[src/rtl/mdr_pkg.sv]
package mdr_pkg;

    localparam int OFF_W  = 12;
    localparam int WRAP_W = 4;

    typedef enum logic [1:0] {
        CAUSE_BUF_FULL = 2'd0,
        CAUSE_FLUSH    = 2'd1,
        CAUSE_PPDU_END = 2'd2,
        CAUSE_TRUNC    = 2'd3
    } end_cause_e;

    typedef enum logic [2:0] {
        ST_IDLE,
        ST_HOLD,
        ST_W0,
        ST_W1,
        ST_W2,
        ST_W3
    } prod_state_e;

    typedef struct packed {
        logic [63:0]      addr;
        logic [31:0]      ppdu;
        logic [OFF_W-1:0] end_off;
        end_cause_e       cause;
        logic             initiator;
    } desc_snap_t;

endpackage

[src/rtl/mdr_offset_tracker.sv]
module mdr_offset_tracker
    import mdr_pkg::*;
(
    input  logic             clk,
    input  logic             rst_n,
    input  logic             seg_start,
    input  logic             tlv_valid,
    input  logic [OFF_W-1:0] tlv_offset,
    input  logic [OFF_W-1:0] tlv_size,
    output logic [OFF_W-1:0] end_off_next
);

    logic [OFF_W-1:0] end_off_q;

    always_comb begin
        end_off_next = seg_start ? '0 : end_off_q;
        if (tlv_valid && (tlv_size != '0)) begin
            end_off_next = tlv_offset + tlv_size - OFF_W'(1);
        end
    end

    always_ff @(posedge clk) begin
        if (!rst_n) begin
            end_off_q <= '0;
        end else begin
            end_off_q <= end_off_next;
        end
    end

endmodule

[src/rtl/mdr_cause_arbiter.sv]
module mdr_cause_arbiter
    import mdr_pkg::*;
(
    input  logic       ev_trunc,
    input  logic       ev_flush,
    input  logic       ev_ppdu_end,
    input  logic       ev_buf_full,
    output logic       any_cause,
    output end_cause_e cause
);

    assign any_cause = ev_trunc | ev_flush | ev_ppdu_end | ev_buf_full;

    always_comb begin
        if (ev_trunc) begin
            cause = CAUSE_TRUNC;
        end else if (ev_flush) begin
            cause = CAUSE_FLUSH;
        end else if (ev_ppdu_end) begin
            cause = CAUSE_PPDU_END;
        end else begin
            cause = CAUSE_BUF_FULL;
        end
    end

endmodule

[src/rtl/mdr_slot_counter.sv]
module mdr_slot_counter
    import mdr_pkg::*;
#(
    parameter int DEPTH  = 4,
    localparam int SLOT_W = $clog2(DEPTH)
) (
    input  logic              clk,
    input  logic              rst_n,
    input  logic              advance,
    output logic [SLOT_W-1:0] slot,
    output logic [WRAP_W-1:0] wrap_cnt
);

    localparam logic [SLOT_W-1:0] LAST_SLOT = SLOT_W'(DEPTH - 1);

    always_ff @(posedge clk) begin
        if (!rst_n) begin
            slot     <= '0;
            wrap_cnt <= '0;
        end else if (advance) begin
            if (slot == LAST_SLOT) begin
                slot     <= '0;
                wrap_cnt <= wrap_cnt + WRAP_W'(1);
            end else begin
                slot <= slot + SLOT_W'(1);
            end
        end
    end

endmodule

[src/rtl/mon_desc_ring_producer.sv]
module mon_desc_ring_producer
    import mdr_pkg::*;
#(
    parameter int          DEPTH   = 4,
    parameter logic [7:0]  RING_ID = 8'hA7,
    localparam int         SLOT_W  = $clog2(DEPTH),
    localparam int         IDX_W   = SLOT_W + 2
) (
    input  logic             clk,
    input  logic             rst_n,
    input  logic             seg_start,
    input  logic             tlv_valid,
    input  logic [11:0]      tlv_offset,
    input  logic [11:0]      tlv_size,
    input  logic             ev_trunc,
    input  logic             ev_flush,
    input  logic             ev_ppdu_end,
    input  logic             ev_buf_full,
    input  logic             initiator,
    input  logic [31:0]      sched_id,
    input  logic [31:0]      phy_ppdu_id,
    input  logic [63:0]      buf_addr,
    input  logic             ring_full,
    output logic             ring_wr_en,
    output logic [IDX_W-1:0] ring_wr_idx,
    output logic [31:0]      ring_wr_data,
    output logic             desc_busy,
    output logic             desc_done
);

    prod_state_e       state_q, state_d;
    desc_snap_t        snap_q;
    logic [OFF_W-1:0]  end_off_next;
    logic              any_cause;
    end_cause_e        cause;
    logic [SLOT_W-1:0] slot;
    logic [WRAP_W-1:0] wrap_cnt;
    logic              advance;
    logic              accept;
    logic [1:0]        dword_sel;
    logic [31:0]       ctrl_word;

    mdr_offset_tracker u_track (
        .clk          (clk),
        .rst_n        (rst_n),
        .seg_start    (seg_start),
        .tlv_valid    (tlv_valid),
        .tlv_offset   (tlv_offset),
        .tlv_size     (tlv_size),
        .end_off_next (end_off_next)
    );

    mdr_cause_arbiter u_arb (
        .ev_trunc    (ev_trunc),
        .ev_flush    (ev_flush),
        .ev_ppdu_end (ev_ppdu_end),
        .ev_buf_full (ev_buf_full),
        .any_cause   (any_cause),
        .cause       (cause)
    );

    mdr_slot_counter #(.DEPTH(DEPTH)) u_slot (
        .clk      (clk),
        .rst_n    (rst_n),
        .advance  (advance),
        .slot     (slot),
        .wrap_cnt (wrap_cnt)
    );

    assign accept  = (state_q == ST_IDLE) && any_cause;
    assign advance = (state_q == ST_W3);

    // next-state logic
    always_comb begin
        state_d = state_q;
        unique case (state_q)
            ST_IDLE: if (any_cause) state_d = ring_full ? ST_HOLD : ST_W0;
            ST_HOLD: if (!ring_full) state_d = ST_W0;
            ST_W0:   state_d = ST_W1;
            ST_W1:   state_d = ST_W2;
            ST_W2:   state_d = ST_W3;
            ST_W3:   state_d = ST_IDLE;
            default: state_d = ST_IDLE;
        endcase
    end

    // state register, descriptor capture, completion pulse
    always_ff @(posedge clk) begin
        if (!rst_n) begin
            state_q   <= ST_IDLE;
            snap_q    <= '0;
            desc_done <= 1'b0;
        end else begin
            state_q   <= state_d;
            desc_done <= (state_q == ST_W3);
            if (accept) begin
                snap_q.addr      <= buf_addr;
                snap_q.ppdu      <= initiator ? sched_id : phy_ppdu_id;
                snap_q.end_off   <= end_off_next;
                snap_q.cause     <= cause;
                snap_q.initiator <= initiator;
            end
        end
    end

    assign ctrl_word = {wrap_cnt, RING_ID, 1'b0, snap_q.initiator,
                        snap_q.cause, 4'b0000, snap_q.end_off};

    // outputs decoded from state
    always_comb begin
        ring_wr_en = 1'b0;
        dword_sel  = 2'd0;
        desc_busy  = 1'b1;
        unique case (state_q)
            ST_IDLE: desc_busy = 1'b0;
            ST_HOLD: ;
            ST_W0: begin ring_wr_en = 1'b1; dword_sel = 2'd0; end
            ST_W1: begin ring_wr_en = 1'b1; dword_sel = 2'd1; end
            ST_W2: begin ring_wr_en = 1'b1; dword_sel = 2'd2; end
            ST_W3: begin ring_wr_en = 1'b1; dword_sel = 2'd3; end
            default: desc_busy = 1'b0;
        endcase
    end

    always_comb begin
        unique case (dword_sel)
            2'd0: ring_wr_data = snap_q.addr[31:0];
            2'd1: ring_wr_data = snap_q.addr[63:32];
            2'd2: ring_wr_data = snap_q.ppdu;
            default: ring_wr_data = ctrl_word;
        endcase
    end

    assign ring_wr_idx = {slot, dword_sel};

endmodule

[config.mk]
export PLATFORM = sky130hd
export DESIGN_NAME = mon_desc_ring_producer
export DESIGN_NICKNAME = d
export VERILOG_FILES = /design/src/rtl/mdr_pkg.sv /design/src/rtl/mdr_offset_tracker.sv /design/src/rtl/mdr_cause_arbiter.sv /design/src/rtl/mdr_slot_counter.sv /design/src/rtl/mon_desc_ring_producer.sv
export SDC_FILE = /design/constraint.sdc
export NUM_CORES = 1
export LEC_CHECK = 0
export ABC_AREA = 1
export BUFFER_PORTS_ARGS = -buffer_cell sky130_fd_sc_hd__buf_2
export CAP_MARGIN = 0
export CORE_AREA = 2 2 113 115
export CTS_CLUSTER_SIZE = 12
export DETAILED_ROUTE_END_ITERATION = 6
export DIE_AREA = 0 0 115 117
export PLACE_DENSITY = 0.9
export SYNTH_ARGS = -nofsm -noshare
export SYNTH_HDL_FRONTEND = slang
export SYNTH_SLANG_ARGS = --single-unit
[constraint.sdc]
create_clock -name clk -period 4.4 [get_ports clk]
set_input_delay 0.66 -clock clk [delete_from_list [all_inputs] [get_ports clk]]
set_output_delay 0.66 -clock clk [all_outputs]
set_load 0.03 [all_outputs]
==> results of run 1 <==
==> power by group through the flow <==
stage	sequential, mW	combinational (mW)	clock [mW]
after global placement	1.64	1.32	0
after floorplan	1.60	1.01	0
after detailed placement	1.64	1.34	0
after global routing	1.65	1.53	1.47
after CTS	1.62	1.36	1.41
final	1.63	1.36	1.41
==> final cells by class <==
cell class | instances | area (um^2)
clock buffer | 21 | 450
fill | 1038 | 4040
timing repair buffer | 206 | 1050
sequential | 133 | 2660
inverter | 125 | 469
tap | 150 | 188
clock inverter | 11 | 133
multi-input combinational | 682 | 3320
==> kinds of logic (layout without fill, tap and decap cells) <==
family,count (synthesis),count (layout)
buf+inv,181,363
compound gates,243,243
simple gates,413,413
flops,133,133
fa+ha+maj,24,24
xor+xnor,2,2
==> stage by stage <==
stage	setup WS, ps	total power, mW
after floorplan	2050	2.61
after global placement	1570	2.95
after detailed placement	1500	2.98
after CTS	1040	4.39
after global routing	819	4.65
final	1010	4.40
==> how the worst max path moves through the flow <==
stage / start / to / cells after the start
2_1_floorplan: tlv_offset[1] / ctrl_word[9] / 16
3_3_place_gp: state_q[1] / ring_wr_data[7] / 9
3_5_place_dp: state_q[1] / ring_wr_data[8] / 9
4_1_cts: state_q[0] / ring_wr_data[8] / 7
5_1_grt: state_q[0] / ring_wr_data[8] / 7
6_report: state_q[0] / ring_wr_data[8] / 7
==> synthesized netlist by cell type, types with 2 or more instances <==
library cell | instances | area (um^2)
a21oi_1 | 107 | 536
nor2_4 | 2 | 22.5
a31oi_1 | 2 | 12.5
nor2_1 | 196 | 736
nand3b_1 | 3 | 22.5
nand2_1 | 139 | 522
xor2_1 | 2 | 17.5
a221oi_1 | 5 | 43.8
o21ai_0 | 113 | 566
nand4_1 | 13 | 81.3
a22o_1 | 11 | 96.3
dfxtp_1 | 133 | 2660
buf_4 | 5 | 37.5
clkbuf_1 | 34 | 128
nor3_1 | 3 | 15.0
buf_2 | 15 | 75.1
inv_2 | 3 | 11.3
inv_1 | 122 | 458
or2_2 | 3 | 18.8
ha_1 | 23 | 288
nand3_1 | 51 | 255
==> worst register-to-register path: cells and delay by family, from the launching register on <==
kind	cells	cell delay [ps]
AO/OA/AOI/OAI	3	620
buffers and inverters	2	1180
flip-flops	1	360
AND/OR/NAND/NOR	2	310
==> registers in the layout (all words and copies together) (netlist names) <==
register	cells
snap_q	96
ctrl_word	15
u_track.end_off_q	12
u_slot.wrap_cnt	4
state_q	3
u_slot.slot	2
desc_done	1
==> per-layer routing <==
metal  part of all wire [%]  global-route usage [%]
met1                     43                    34.6
met2                     46                    46.4
met3                    7.8                    6.69
met4                    2.8                    12.1
met5                      0                       0
==> qor.csv, run 1 <==
metric,value,unit
dr.first_iter.drc_count,640,
max_freq,295,MHz
antenna_found_initial,0,
synth_mux_area_share,0,%
core_area,12300,um^2
p_leak,4.28,nW
cts_resized,0,
synth_top_family_by_area,simple AND/OR/NAND/NOR gates,
syn2layout_area_growth,23.3,%
p_per_area,532,nW/um^2
final_core_util,67.2,%
tightest_slew,1120,ps
end_kind,output pin,
fp.dieArea,13500,um^2
synth_seq_cells,133,
track_usage,27.8,%
htree_levels,4,
synthAdderAreaFrac,4.59,%
fp.dieH,117,um
final_layout_size_suffix_gt1_share,20.9,%
viasPerCell,5.24,
synth_edf_count,0,
finalMaxSlewViolations,0,
fin_crit_sh,77.0,%
ys_types,32,
dpl.hpwl,12800,um
tns,0,ps
fin_nets,1351,
relSlewSlack,25.5,%
hold_path_class,input pin to register,
drc,0,
insertion_delay,420,ps
cts_root_buf,clkbuf_16,
route.vias.total,6960,
crit_chain,"nor2_2, nand2_1, inv_2, nor2_4, a21oi_1, o21ai_0, buf_2",
cts_made_buffers,17,
hp-start,buf_addr[63],
io_pins,201,
dpl_cell_area,7680,um^2
worstPathRequired,3740,ps
cts_hold_buf,0,
internal-power,2.81,mW
reg2reg_depth,7,
holdPathStages,3,
ant_nets,0,
finalSetupViolations,0,
crit_path_max_incr_delay,700,ps
min_period,3390,ps
p_sw,1.60,mW
dp.cells,1296,
peakVddDrop,0.000315,V
postLayoutCellArea,8270,um^2
min_to,snap_q[110],
r2r_end,snap_q[36],
start_util,54.5,%
die_width,115,um
wire_per_inst,14.2,um
path_buf_inv,2,
cap_violations,0,
layout_common_cells,"buf_2, nor2_1, nand2_1",
synthXorXnorAreaFrac,0.261,%
overflow,0,
drt-total-wl,18900,um
clockBufferDepth,2,
port_buffers,200,
rrSetupSlack,1860,ps
power_frac_comb,31.0,%
switching_share,36.2,%
arrival,2730,ps
worstSetupPathType,register to output pin,
fin_cells,1328,
place.gp.congestion,0.884,
netlist_area,6710,um^2
hold_viol,0,
clkSinkCount,133,
avgSynthCellArea,6.73,um^2
syn_nets,1182,
yosys_warnings,0,
ys_seq_area_share,39.7,%
netlist_instances,996,
clkTransAtPathRegs,60,ps
path_delay_family,simple AND/OR/NAND/NOR gates,
grt_pass1_vias,6313,
final_common_cell,buf_2,
cp-start-kind,register,
diodes,0,
postCtsSetupBuffers,0,
drt-pass1-iter-count,6,
synth_ff_type,dfxtp_1,
p_seq_share,37.0,%
crit_slowest_cell,nor2_4,
grt_max_degree,104,
timing.hold.ws,460,ps
finalClockSkew,7.69,ps
crit_fanout,33,
outcome,finished clean,
rows,41,
rsz0062_at_grt,no,
tritoncts,built,
r2r-start,state_q[0],
grt_pass1_wl,29300,um
p_clk_share,32.0,%
yosys.area_share.simple,25.2,%
synth_compound_area_share,19.4,%
synthArstFlopShare,0,%
(Power assumes the default switching activity.)
==> run 2: changes to the inputs <==
--- a/config.mk
+++ b/config.mk
@@ -5,14 +5,14 @@
 export SDC_FILE = /design/constraint.sdc
 export NUM_CORES = 1
 export LEC_CHECK = 0
-export ABC_AREA = 1
+export ABC_AREA = 0
 export BUFFER_PORTS_ARGS = -buffer_cell sky130_fd_sc_hd__buf_2
 export CAP_MARGIN = 0
-export CORE_AREA = 2 2 113 115
+export CORE_AREA = 2 2 126 128
 export CTS_CLUSTER_SIZE = 12
 export DETAILED_ROUTE_END_ITERATION = 6
-export DIE_AREA = 0 0 115 117
-export PLACE_DENSITY = 0.9
+export DIE_AREA = 0 0 128 130
+export PLACE_DENSITY = 0.82
 export SYNTH_ARGS = -nofsm -noshare
 export SYNTH_HDL_FRONTEND = slang
 export SYNTH_SLANG_ARGS = --single-unit
==> constraint.sdc (replaced) <==
create_clock -name clk -period 3.1 [get_ports clk]
set_input_delay 0.465 -clock clk [delete_from_list [all_inputs] [get_ports clk]]
set_output_delay 0.465 -clock clk [all_outputs]
set_load 0.03 [all_outputs]
==> run 2 against run 1 <==
- flip-flop and latch count stayed put
- register-to-register slack worse by 1100 ps
- first-iteration DRC count is 37% lower
- largest power group is now clock
==> qor.csv, run 2 <==
metric,value,unit,change
grt_pass1_wl,30600,um,was 29300 um
synth_top_family_by_area,compound AO/OA/AOI/OAI gates,,was simple AND/OR/NAND/NOR gates
yosysTopAreaCellShare,37.1,%,was 39.7%
end_kind,output pin,,unchanged
port_buffers,200,,unchanged
diodes,0,,unchanged
arrival,2180,ps,was 2730 ps
route.vias.total,6850,,was 6960
synth_compound_area_share,24.8,%,was 19.4%
yosysTopAreaCell,dfxtp_1,,unchanged
rsz0062_at_grt,no,,unchanged
cp-start-kind,register,,unchanged
outcome,finished clean,,unchanged
avgSynthCellArea,8.17,um^2,was 6.73 um^2
fin_cells,1248,,was 1328
finalMaxSlewViolations,0,,unchanged
cts_resized,0,,unchanged
grt_max_degree,72,,was 104
synth_mux_area_share,8.39,%,was 0%
synth_commonest_cells,"nand2_1, dfxtp_1, a21oi_1, mux2i_1, nor2_1",,"was nor2_1, nand2_1, dfxtp_1, inv_1, o21ai_0"
largest_reg_flops,96,,unchanged
synth_seq_cells,133,,unchanged
fin_crit_sh,85.3,%,
hold_viol,0,,unchanged
fin_nets,1229,,was 1351
tightest_slew,924,ps,was 1120 ps
postCtsSetupBuffers,0,,unchanged
fp.dieArea,16600,um^2,was 13500 um^2
p_leak,4.10,nW,was 4.28 nW
finalClockSkew,10.4,ps,was 7.69 ps
tritoncts,built,,unchanged
fp.dieH,130,um,was 117 um
ant_nets,0,,unchanged
reg2reg_depth,6,,was 7
clkSinkCount,133,,unchanged
tns,0,ps,unchanged
min_period,2650,ps,
switching_share,31.8,%,was 36.2%
worstSetupPathType,register to output pin,,unchanged
nFillCells,1392,,was 1038
ys_types,50,,was 32
yosys.area_share.simple,16.8,%,was 25.2%
dr.first_iter.drc_count,401,,was 640
ys_seq_area_share,37.1,%,was 39.7%
netlist_area,7170,um^2,was 6710 um^2
place.gp.congestion,0.801,,was 0.884
wire_per_inst,15.5,um,was 14.2 um
antenna_found_initial,0,,unchanged
die_width,128,um,was 115 um
clkTransAtPathRegs,60,ps,about the same
hp-start,buf_addr[50],,was buf_addr[63]
max_freq,378,MHz,
p_per_area,624,nW/um^2,was 532 nW/um^2
peakVddDrop,0.000389,V,was 0.000315 V
overflow,0,,unchanged
cts_made_buffers,17,,unchanged
final_common_cell,buf_2,,unchanged
cts_root_buf,clkbuf_16,,unchanged
internal-power,3.77,mW,was 2.81 mW
relSlewSlack,38.4,%,was 25.5%
drt-pass1-iter-count,5,,was 6
synthAdderAreaFrac,4.29,%,was 4.59%
synthXorXnorAreaFrac,0.977,%,was 0.261%
synthArstFlopShare,0,%,unchanged
syn_nets,1064,,was 1182
crit_fanout,23,,was 33
min_to,snap_q[97],,was snap_q[110]
layout_common_cells,"buf_2, nand2_1, dfxtp_1",,"was buf_2, nor2_1, nand2_1"
clockBufferDepth,2,,unchanged
power_frac_comb,25.4,%,was 31.0%
drt-total-wl,19400,um,was 18900 um
final_layout_size_suffix_gt1_share,27.6,%,was 20.9%
insertion_delay,420,ps,about the same
drc,0,,unchanged
worstPathRequired,2630,ps,was 3740 ps
total_power,5.53,mW,was 4.40 mW
track_usage,23.4,%,was 27.8%
dp.cells,1216,,was 1296
syn2layout_area_growth,23.6,%,was 23.3%
yosys_warnings,0,,unchanged
synthMostInstantiatedCell,nand2_1,,was nor2_1
timing.hold.ws,281,ps,was 460 ps
regMostFlops,snap_q,,unchanged
dpl.hpwl,13700,um,was 12800 um
htree_levels,4,,unchanged
synth.area.top_cells,"dfxtp_1, mux2i_1, nand2_1",,"was dfxtp_1, nor2_1, o21ai_0"
netlist_instances,878,,was 996
cap_violations,0,,unchanged
synth_edf_count,0,,unchanged
rrSetupSlack,760,ps,was 1860 ps
p_seq_share,36.9,%,was 37.0%
hold_path_class,input pin to register,,unchanged
holdPathStages,3,,unchanged
cts_hold_buf,0,,unchanged
core_area,15400,um^2,was 12300 um^2
p_sw,1.76,mW,was 1.60 mW
viasPerCell,5.49,,was 5.24
io_pins,201,,unchanged
rows,46,,was 41
p_clk_share,37.7,%,was 32.0%
finalSetupViolations,0,,unchanged
start_util,46.5,%,was 54.5%
grt_pass1_vias,6326,,was 6313
r2r_end,snap_q[41],,was snap_q[36]
synth_ff_type,dfxtp_1,,unchanged
r2r-start,state_q[0],,unchanged
run 2: cell count changes after synthesis, sizes merged, moves of 10 or more:
cell | previous run | this run
o21a | 0 | 21
o221ai | 0 | 24
a21oi | 108 | 97
nand3 | 51 | 12
o21ai | 113 | 44
a22o | 11 | 0
a211oi | 0 | 43
mux2i | 0 | 59
inv | 125 | 48
and3 | 0 | 10
nor2 | 199 | 57
run 2: worst max-delay path by stage:
| stage | start | cells past startpoint | to |
|---|---|---|---|
| 6_report | state_q[1] | 5 | ring_wr_data[26] |
| 5_1_grt | state_q[1] | 6 | ring_wr_data[1] |
| 4_1_cts | state_q[1] | 5 | ring_wr_data[26] |
| 3_5_place_dp | tlv_size[1] | 12 | u_track.end_off_q[9] |
| 3_3_place_gp | tlv_offset[1] | 12 | ctrl_word[11] |
| 2_1_floorplan | tlv_offset[1] | 11 | u_track.end_off_q[9] |
run 2: final cells by class:
type | instances | area (um^2) | area share [%]
Multi-Input combinational cell | 623 | 3970 | 44.8
Sequential cell | 133 | 2660 | 30.1
Timing Repair Buffer | 219 | 1180 | 13.3
Clock buffer | 21 | 470 | 5.31
Tap cell | 192 | 240 | 2.71
Inverter | 49 | 186 | 2.10
Clock inverter | 11 | 148 | 1.67
run 2: power by group through the flow:
stage / Combinational, mW / Sequential, mW / Clock [mW]
after global placement: 1.36 / 2.06 / 0
final: 1.40 / 2.04 / 2.09
after floorplan: 1.04 / 2.03 / 0
after detailed placement: 1.40 / 2.07 / 0
after CTS: 1.40 / 2.03 / 2.11
after global routing: 1.55 / 2.06 / 2.19
run 2: critical path: stages (launching register included):
cell and delay, ps:
dfxtp_1 340, buf_4 220, nor2_1 580, a22oi_1 170, a21oi_1 210, buf_2 240
run 2: cells by family (layout without fill, tap and decap cells):
kind of cell,after synthesis,after routing
buffers and inverters,122,300
DFF,133,133
and+or+nand+nor,272,272
adders and majority gates,24,24
AOI/OAI and AO/OA,259,259
xor gates and xnor gates,8,8
muxes,60,60
run 2: per-layer routing:
| metal | up-vias | global-route usage [%] | share of wire [%] |
|---|---|---|---|
| met2 | 245 | 39.5 | 47 |
| met5 | - | 0 | 0 |
| met4 | 0 | 7.89 | 1.8 |
| met3 | 30 | 5.37 | 6.7 |
| met1 | 3149 | 29.7 | 44 |
| li1 | 3426 | - | - |
run 2: stage by stage:
stage | cell area (um^2) | util [%] | setup WS [ps]
2_1_floorplan | 7170 | - | 824
3_3_place_gp | 8240 | 53.4 | 592
3_5_place_dp | 8240 | 53.4 | 519
4_1_cts | 8860 | 57.4 | 471
5_1_grt | 8860 | 57.4 | 330
6_report | 8860 | 57.4 | 455
